===== config.mk =====
export PLATFORM = sky130hd
export DESIGN_NAME = rx_byte_queue
export DESIGN_NICKNAME = d
export VERILOG_FILES = /design/src/rtl/rxq_pkg.sv /design/src/rtl/rxq_data.sv /design/src/rtl/rxq_ctrl.sv /design/src/rtl/rx_byte_queue.sv
export SDC_FILE = /design/constraint.sdc
export NUM_CORES = 1
export LEC_CHECK = 0
export ABC_AREA = 1
export CAP_MARGIN = 20
export CORE_ASPECT_RATIO = 2
export CORE_MARGIN = 2
export CORE_UTILIZATION = 45
export CTS_BUF_LIST = sky130_fd_sc_hd__clkbuf_8 sky130_fd_sc_hd__clkbuf_16
export DETAILED_ROUTE_END_ITERATION = 12
export SYNTH_ARGS = -nofsm -noshare
export SYNTH_HDL_FRONTEND = slang
export SYNTH_SLANG_ARGS = --single-unit

===== constraint.sdc =====
create_clock -name clk -period 2.7 [get_ports clk]
set_input_delay 0.54 -clock clk [delete_from_list [all_inputs] [get_ports clk]]
set_output_delay 0.54 -clock clk [all_outputs]
set_load 0.01 [all_outputs]

===== src/rtl/rxq_pkg.sv =====
package rxq_pkg;
  typedef struct packed {
    logic wr;       // store a byte at the write pointer
    logic rd;       // advance the read pointer
    logic flush;    // empty the queue
    logic wrZero;   // stored byte is 0x00 (break)
    logic holdLoad; // load the bypass holding register
  } rxqStrobes_t;
endpackage


===== src/rtl/rxq_data.sv =====
module rxq_data #(
  parameter int DEPTH = 16,
  parameter int CW    = $clog2(DEPTH + 1)
) (
  input  logic                 clk,
  input  logic                 rst_n,
  input  rxq_pkg::rxqStrobes_t stb,
  input  logic [7:0]           inByte,
  output logic [CW-1:0]        count,
  output logic [7:0]           headByte,
  output logic [7:0]           holdByte
);
  localparam int PW = (DEPTH > 1) ? $clog2(DEPTH) : 1;

  logic [7:0]    mem [DEPTH];
  logic [PW-1:0] wrPtr, rdPtr;
  logic [7:0]    storeByte;

  assign storeByte = stb.wrZero ? 8'h00 : inByte;
  assign headByte  = mem[rdPtr];

  function automatic logic [PW-1:0] nextPtr(input logic [PW-1:0] p);
    return (p == PW'(DEPTH - 1)) ? '0 : p + 1'b1;
  endfunction

  always_ff @(posedge clk) begin
    if (stb.wr) mem[wrPtr] <= storeByte;
  end

  always_ff @(posedge clk or negedge rst_n) begin
    if (!rst_n) begin
      wrPtr <= '0;
      rdPtr <= '0;
      count <= '0;
    end else if (stb.flush) begin
      wrPtr <= '0;
      rdPtr <= '0;
      count <= '0;
    end else begin
      if (stb.wr) wrPtr <= nextPtr(wrPtr);
      if (stb.rd) rdPtr <= nextPtr(rdPtr);
      case ({stb.wr, stb.rd})
        2'b10:   count <= count + 1'b1;
        2'b01:   count <= count - 1'b1;
        default: count <= count;
      endcase
    end
  end

  always_ff @(posedge clk or negedge rst_n) begin
    if (!rst_n)            holdByte <= 8'h00;
    else if (stb.holdLoad) holdByte <= storeByte;
  end
endmodule


===== src/rtl/rxq_ctrl.sv =====
module rxq_ctrl #(
  parameter int DEPTH = 16,
  parameter int CW    = $clog2(DEPTH + 1)
) (
  input  logic                 clk,
  input  logic                 rst_n,
  input  logic                 ctlWrEn,
  input  logic [7:0]           ctlWrData,
  input  logic                 pushValid,
  input  logic                 breakEvt,
  input  logic                 popStrobe,
  input  logic                 errStatRd,
  input  logic [CW-1:0]        count,
  output rxq_pkg::rxqStrobes_t stb,
  output logic [7:0]           ctlReg,
  output logic                 fifoOn,
  output logic                 dataReady,
  output logic                 canAccept,
  output logic [3:0]           errStat,
  output logic                 errPulse,
  output logic                 breakPulse,
  output logic                 txFlush
);
  logic full, empty, inAny, flushNow, dropErr, emptyErr;

  assign fifoOn   = ctlReg[0];
  assign full     = (count == CW'(DEPTH));
  assign empty    = (count == '0);
  assign inAny    = pushValid | breakEvt;
  assign flushNow = ctlWrEn & ctlWrData[1];

  always_comb begin
    stb          = '0;
    stb.flush    = flushNow;
    stb.wrZero   = breakEvt;
    stb.rd       = fifoOn & popStrobe & ~empty & ~flushNow;
    stb.wr       = fifoOn & inAny & (~full | stb.rd) & ~flushNow;
    stb.holdLoad = ~fifoOn & inAny;
  end

  assign dropErr   = fifoOn & inAny & full & ~stb.rd & ~flushNow;
  assign emptyErr  = fifoOn & popStrobe & empty;
  assign canAccept = fifoOn ? ~full : ~dataReady;

  always_ff @(posedge clk or negedge rst_n) begin
    if (!rst_n) begin
      ctlReg     <= 8'h00;
      dataReady  <= 1'b0;
      errStat    <= 4'h0;
      errPulse   <= 1'b0;
      breakPulse <= 1'b0;
      txFlush    <= 1'b0;
    end else begin
      if (ctlWrEn) ctlReg <= ctlWrData & 8'hF9;
      if (flushNow)                      dataReady <= 1'b0;
      else if (fifoOn) begin
        if (stb.wr)                      dataReady <= 1'b1;
        else if (stb.rd && count == CW'(1)) dataReady <= 1'b0;
      end else begin
        if (stb.holdLoad)                dataReady <= 1'b1;
        else if (popStrobe)              dataReady <= 1'b0;
      end
      if (breakEvt)       errStat <= 4'h8;
      else if (errStatRd) errStat <= 4'h0;
      errPulse   <= dropErr | emptyErr;
      breakPulse <= breakEvt;
      txFlush    <= ctlWrEn & ctlWrData[2];
    end
  end
endmodule


===== src/rtl/rx_byte_queue.sv =====
module rx_byte_queue #(
  parameter int DEPTH = 16
) (
  input  logic       clk,
  input  logic       rst_n,
  input  logic       ctlWrEn,
  input  logic [7:0] ctlWrData,
  output logic [7:0] ctlReg,
  input  logic       pushValid,
  input  logic [7:0] pushData,
  input  logic       breakEvt,
  output logic       canAccept,
  input  logic       popStrobe,
  output logic [7:0] popData,
  output logic [8:0] statusWord,
  output logic       dataReady,
  input  logic       errStatRd,
  output logic [3:0] errStat,
  output logic       errPulse,
  output logic       breakPulse,
  output logic       txFlush
);
  localparam int CW = $clog2(DEPTH + 1);

  rxq_pkg::rxqStrobes_t stb;
  logic [CW-1:0] count;
  logic [7:0]    headByte, holdByte;
  logic          fifoOn, isFull;

  rxq_ctrl #(.DEPTH(DEPTH), .CW(CW)) u_ctrl (
    .clk, .rst_n, .ctlWrEn, .ctlWrData, .pushValid, .breakEvt, .popStrobe,
    .errStatRd, .count, .stb, .ctlReg, .fifoOn, .dataReady, .canAccept,
    .errStat, .errPulse, .breakPulse, .txFlush
  );

  rxq_data #(.DEPTH(DEPTH), .CW(CW)) u_data (
    .clk, .rst_n, .stb, .inByte(pushData), .count, .headByte, .holdByte
  );

  assign isFull     = (count == CW'(DEPTH));
  assign statusWord = {isFull, isFull ? 8'h00 : 8'(count)};
  assign popData    = !fifoOn ? holdByte : ((count == '0) ? 8'h00 : headByte);
endmodule


==> flow_summary.json, run 1 <==
{
  "status": "completed",
  "cts_sinks": 160,
  "ir_worst_vdd_mv": 0.5753,
  "fp.coreArea_um2": 15370,
  "setup_viol": 0,
  "cts_buffer_depth": 2,
  "ant_nets": 0,
  "area_growth_pct": 25.43,
  "htreeDepth": 4,
  "grt_setup_unrepaired": "yes",
  "dp_hpwl_mm": 13.05,
  "drive_gt1_share_pct": 22.46,
  "routedWlPerCell_um": 19.91,
  "crit_type": "flop to output pin",
  "slew_headroom_pct": 66.72,
  "cp-end-kind": "output pin",
  "grt_usage_pct": 23.17,
  "top_usage_layer": "met2",
  "antenna_found_initial": 0,
  "dr.first_iter.drc_count": 448,
  "ys_warn_count": 0,
  "fmax_ghz": 0.3786,
  "timing.final.crit_share_pct": 97.83,
  "rows": 64,
  "numPortBuffers": 48,
  "met1_usage_pct": 23.46,
  "async_flop_share_pct": 20.00,
  "grt_start_max_net_pins": 33,
  "cts_buffers": 17,
  "clk_pin_slew_worst_paths_ns": 0.07,
  "grt_pass1_vias": 5332,
  "use_met3_pct": 4.191,
  "clkLatencyLatePin_ns": 0.42,
  "overflow": 0,
  "p_per_area_nw_per_um2": 876.1,
  "ios": 57,
  "maxCapViolCount": 0,
  "layout.nets": 758,
  "synthesis.instances": 630,
  "use_met2_pct": 43.18,
  "dieHeight_um": 181.5,
  "synth.distinct_cells": 38,
  "crit_fanout": 22,
  "post-route-min-period_ns": 2.641,
  "initial_utilization_pct": 46.09,
  "root_buffer": "clkbuf_16",
  "worstHoldPathType": "flop to flop",
  "critPathArrivalTime_ns": 2.10,
  "start_kind": "flop",
  "cts_hold_buf": 0,
  "avgViaCountPerCell": 5.342,
  "synth_edf_count": 128,
  "mostFrequentLayoutCells": "edfxtp_1 (128), nand2_1 (101), nor2_1 (89)",
  "fin_setup_tns_ns": 0,
  "avgSynthCellArea_um2": 11.25,
  "dr.pass1.iters": 5,
  "total_power_uw": 7786,
  "hold_viol_final": 0,
  "critPathRequiredTime_ns": 2.16,
  "skew_ns": 0.008945,
  "cts_tree": "built",
  "yosysSeqAreaShare_pct": 65.55,
  "routabilityCongestion": 0.8722,
  "dieArea_um2": 16830,
  "ys_ff_latch": 160,
  "wl_mm": 18.65,
  "drv_slew": 0,
  "worstMarginPinSlew_ns": 0.4974,
  "vias": 5005,
  "syn-cell-area_um2": 7086,
  "layout_commonest_cell": "edfxtp_1",
  "fillers": 1304,
  "p_leak_uw": 0.003575,
  "n_antenna_cell": 0,
  "synth_flop_cell": "edfxtp_1",
  "drc_errors": 0,
  "grt_pass1_wl_mm": 28.74,
  "die_x_um": 92.73
}
==> layout make-up <==
cell class | count | area, um^2 | share of cell area (%)
clock buffer | 22 | 516.7 | 5.814
sequential | 160 | 4651 | 52.33
inverter | 40 | 166.4 | 1.872
timing repair buffer | 107 | 1036 | 11.66
multi-input combinational | 400 | 2198 | 24.74
tap | 198 | 247.7 | 2.788
clock inverter | 10 | 71.32 | 0.8025
==> path summary, 6_finish.rpt <==
kind,startpoint,end,slack (ns),cells past startpoint
worst max-delay path,u_data.rdPtr[0]$_DFFE_PN0P_,popData[2],0.06,9
worst min-delay path,u_ctrl.dataReady$_DFFE_PN0P_,u_ctrl.dataReady$_DFFE_PN0P_,0.51,2
worst max register to register,u_data.count[1]$_DFFE_PN0P_,u_data.mem[10][1]$_DFFE_PP_,0.66,10
worst min register to register,u_ctrl.dataReady$_DFFE_PN0P_,u_ctrl.dataReady$_DFFE_PN0P_,0.51,2
max in group asynchronous,rst_n,u_data.rdPtr[1]$_DFFE_PN0P_,1.83,2
min in group asynchronous,rst_n,u_ctrl.ctlReg[7]$_DFFE_PN0P_,0.52,2
==> routing by layer <==
| metal | up-vias | routed length [um] |
|---|---|---|
| li1 | 2362 | - |
| met1 | 2406 | 6466 |
| met2 | 188 | 10520 |
| met3 | 49 | 688 |
| met4 | 0 | 974 |
| met5 | - | 0 |
==> synth_stat cells (3+ instances only) <==
cell type	instances	share of area, %
a21oi_1	11	0.78
buf_2	9	0.64
buf_4	17	1.8
buf_6	4	0.64
clkbuf_1	7	0.37
clkinv_1	4	0.21
dfrtp_1	32	11
edfxtp_1	128	54
ha_1	9	1.6
inv_1	30	1.6
inv_2	5	0.26
mux2_2	13	2.1
nand2_1	106	5.6
nand2_2	6	0.53
nand2_4	4	0.64
nand3_1	38	2.7
nor2_1	91	4.8
nor2_2	4	0.35
nor3_1	4	0.28
o21ai_0	54	3.8
o21ai_1	11	0.78
o221ai_1	8	0.99
o22ai_1	18	1.6
xor2_1	3	0.37
==> timing repair <==
action | CTS | global route
gates cloned | 2 | 1
buffers inserted | 6 | 6
hold endpoints to repair | 0 | 0
pin swaps | 7 | 8
resized for setup | 34 | 53
setup endpoints to repair | 12 | 11
==> power by group <==
group | leakage [uW] | switching (uW) | internal, uW | total [uW]
clock | 0.000288 | 972 | 1370 | 2340
sequential | 0.00157 | 118 | 2810 | 2930
combinational | 0.00172 | 1430 | 1090 | 2520
total | 0.00358 | 2520 | 5260 | 7790
==> through the flow <==
stage | instances | hold WS, ns | util, % | setup WS (ns) | instance area (um^2)
floorplan | 637 | 0.2444 | - | 0.5968 | 7112
finish | 937 | 0.5084 | 57.80 | 0.05853 | 8887
global route | 937 | 0.5289 | 57.80 | -0.03694 | 8887
CTS | 930 | 0.5113 | 56.66 | -0.1804 | 8711
detailed placement | 890 | 0.4898 | 51.72 | 0.04000 | 7951
global placement | 889 | 0.4905 | 51.67 | 0.05926 | 7944
==> critical path, cell delays in order, from the launching register on <==
cell and delay, ns:
dfrtp_2 0.45, buf_12 0.14, buf_12 0.15, o21ai_1 0.22, o22ai_2 0.12, nand2_1 0.09
nand3_2 0.12, nand2_1 0.11, nand2_1 0.05, clkdlybuf4s15_1 0.23
==> registers in the layout, indices dropped and copies added, names as in the netlist <==
signal             flops
u_data.holdByte        8
u_ctrl.errPulse        1
u_data.wrPtr           4
u_data.count           5
u_ctrl.txFlush         1
u_ctrl.dataReady       1
u_data.mem           128
u_data.rdPtr           4
u_ctrl.ctlReg          6
u_ctrl.errStat         1
u_ctrl.breakPulse      1
==> cells by family (layout without fill, tap and decap cells) <==
kind of cell,Yosys count,count (layout),share of synthesized area [%]
other,1,8,0.05292
buffers and inverters,77,179,5.598
AO/OA/AOI/OAI,108,108,8.741
XOR/XNOR,3,3,0.3709
AND/OR/NAND/NOR,259,259,16.03
adder cells (fa/ha/maj),9,9,1.589
multiplexers,13,13,2.066
flip-flops,160,160,65.55
Power figures use the tool's default switching activity.
==> run 2: changes to the inputs <==
--- a/config.mk
+++ b/config.mk
@@ -7,11 +7,14 @@
 export LEC_CHECK = 0
 export ABC_AREA = 1
 export CAP_MARGIN = 20
+export CELL_PAD_IN_SITES_DETAIL_PLACEMENT = 2
+export CELL_PAD_IN_SITES_GLOBAL_PLACEMENT = 2
 export CORE_ASPECT_RATIO = 2
 export CORE_MARGIN = 2
-export CORE_UTILIZATION = 45
+export CORE_UTILIZATION = 39
 export CTS_BUF_LIST = sky130_fd_sc_hd__clkbuf_8 sky130_fd_sc_hd__clkbuf_16
 export DETAILED_ROUTE_END_ITERATION = 12
+export PLACE_DENSITY_LB_ADDON = 0.1
 export SYNTH_ARGS = -nofsm -noshare
 export SYNTH_HDL_FRONTEND = slang
 export SYNTH_SLANG_ARGS = --single-unit
==> run 2 against run 1 <==
Net effect:
- the run now ends with setup timing left
- clock-buffer cell count fell by 5
- final area fell by 0.94%
- clock skew rose by 0.0041 ns
- critical path depth did not move
- critical path type unchanged
- critical endpoint is now popData[7]
- largest power group unchanged
==> flow_summary.json, run 2 (synthesized netlist as in run 1, its figures left out) <==
{
  "critPathRequiredTime_ns": 2.16,
  "total_power_uw": 7977,
  "overflow": 0,
  "layout_commonest_cell": "edfxtp_1",
  "grt_pass1_wl_mm": 36.38,
  "dp_hpwl_mm": 16.30,
  "drc_errors": 0,
  "critPathArrivalTime_ns": 2.23,
  "fin_setup_tns_ns": -0.07151,
  "reg2reg_depth": 10,
  "maxCapViolCount": 0,
  "placed_cells": 909,
  "start_kind": "flop",
  "antenna_found_initial": 0,
  "die_x_um": 99.31,
  "grt_usage_pct": 25.71,
  "hold_viol_final": 0,
  "grt_start_max_net_pins": 36,
  "cts_sinks": 160,
  "avgViaCountPerCell": 5.520,
  "wl_mm": 23.74,
  "crit_fanout": 16,
  "slew_headroom_pct": 32.89,
  "reg_top3": "u_data.mem: 128 flops, u_data.holdByte: 8 flops, u_ctrl.ctlReg: 6 flops",
  "dr.pass1.iters": 4,
  "cp-end-kind": "output pin",
  "area_growth_pct": 24.25,
  "initial_utilization_pct": 39.84,
  "fin_cells": 950,
  "grt_setup_unrepaired": "yes",
  "p_leak_uw": 0.003528,
  "dr.first_iter.drc_count": 214,
  "dieArea_um2": 19330,
  "violations": "setup timing",
  "post-route-min-period_ns": 2.772,
  "ant_nets": 0,
  "cts_tree": "built",
  "routedWlPerCell_um": 24.98,
  "setup_viol": 1,
  "grt_pass1_vias": 6006,
  "n_antenna_cell": 0,
  "layout.nets": 756,
  "worstMarginPinSlew_ns": 1.003,
  "crit_type": "flop to output pin",
  "htreeDepth": 4,
  "top_register": "u_data.mem",
  "root_buffer": "clkbuf_16",
  "cts_hold_buf": 0,
  "ir_worst_vdd_mv": 0.4968,
  "setup_slack_ns": -0.07151,
  "cts_buffers": 17,
  "clkLatencyLatePin_ns": 0.44,
  "routabilityCongestion": 0.7905,
  "ios": 57,
  "clk_pin_slew_worst_paths_ns": 0.06,
  "numPortBuffers": 48,
  "cts_buffer_depth": 2,
  "worstHoldPathType": "input port to async pin",
  "drv_slew": 0,
  "skew_ns": 0.01306,
  "fmax_ghz": 0.3608,
  "status": "finished, violations left",
  "drive_gt1_share_pct": 20.90,
  "rows": 69,
  "mostFrequentLayoutCells": "edfxtp_1 (128), nand2_1 (102), nor2_1 (91)",
  "fp.coreArea_um2": 17780,
  "dieHeight_um": 194.6,
  "vias": 5244,
  "p_per_area_nw_per_um2": 906.1,
  "fillers": 1794,
  "largest_register_ffs": 128,
  "timing.final.crit_share_pct": 102.6
}
==> run 2: cell types whose count changed in the layout (fill, tap and decap cells not counted), moves of 3 or more <==
cell / change
clkbuf_16: -3
buf_2: +3
clkbuf_8: -3
bufinv_16: +4
dfrtp_1: +3
o21ai_0: +11
o21ai_2: -4
inv_1: +6
inv_6: -3
nand3_1: -3
o21ai_1: -5
dfrtp_2: -3
==> run 2: path summary, 6_finish.rpt <==
check,from,end,slack (ns)
setup reg to reg,u_data.count[0]$_DFFE_PN0P_,u_data.mem[6][4]$_DFFE_PP_,0.43
setup / recovery,u_data.rdPtr[0]$_DFFE_PN0P_,popData[7],-0.07
min in group clk,u_data.holdByte[3]$_DFFE_PN0P_,u_data.holdByte[3]$_DFFE_PN0P_,0.51
max in group asynchronous,rst_n,u_data.rdPtr[1]$_DFFE_PN0P_,1.93
hold reg to reg,u_data.holdByte[3]$_DFFE_PN0P_,u_data.holdByte[3]$_DFFE_PN0P_,0.51
hold / removal,rst_n,u_ctrl.ctlReg[6]$_DFFE_PN0P_,0.19
==> run 2: layout make-up <==
cell class / instances / area (um^2) / area share, %
Sequential cell: 160 / 4647 / 52.79
Tap cell: 213 / 266.5 / 3.027
Inverter: 40 / 157.7 / 1.791
Multi-Input combinational cell: 400 / 2161 / 24.55
Clock buffer: 17 / 425.4 / 4.832
Clock inverter: 15 / 180.2 / 2.047
Timing Repair Buffer: 105 / 965.9 / 10.97
==> run 2: critical path, stage by stage, from the launching register on <==
cell             delay (ns)
dfrtp_2                0.45
inv_4                  0.08
buf_12                 0.16
o21ai_0                0.33
o22ai_2                0.14
nand2_1                0.11
nand3_2                0.11
nand2_1                0.11
nand2_1                0.08
clkdlybuf4s15_2        0.23
==> run 2: power breakdown <==
part	total (uW)	internal (uW)	switching (uW)	leakage, uW
logic	2560	983	1570	0.00165
clock network	2510	1530	986	0.000305
registers	2910	2800	104	0.00157
==> run 2: per-stage QoR <==
step	worst slack, ns	hold WS, ns	util (%)	area (um^2)
2_1_floorplan	0.5968	0.2444	-	7112
3_3_place_gp	0.08136	0.4876	45.03	8008
3_5_place_dp	-0.07236	0.4988	45.03	8008
4_1_cts	-0.08021	0.2019	49.27	8762
5_1_grt	-0.1220	0.2307	49.50	8803
6_report	-0.07151	0.1940	49.50	8803
==> run 2: what timing repair did <==
action | CTS | global route
gates resized for setup | 48 | 20
setup buffers | 4 | 4
cloned | 1 | 0
hold endpoints to repair | 0 | 0
endpoints found under the setup margin | 12 | 11
pin swaps | 8 | 3
==> run 2: layer usage <==
metal	wire (um)	GRT usage [%]
met1	8334	26.34
met2	13770	49.30
met3	643	4.135
met4	989	11.92
met5	0	0
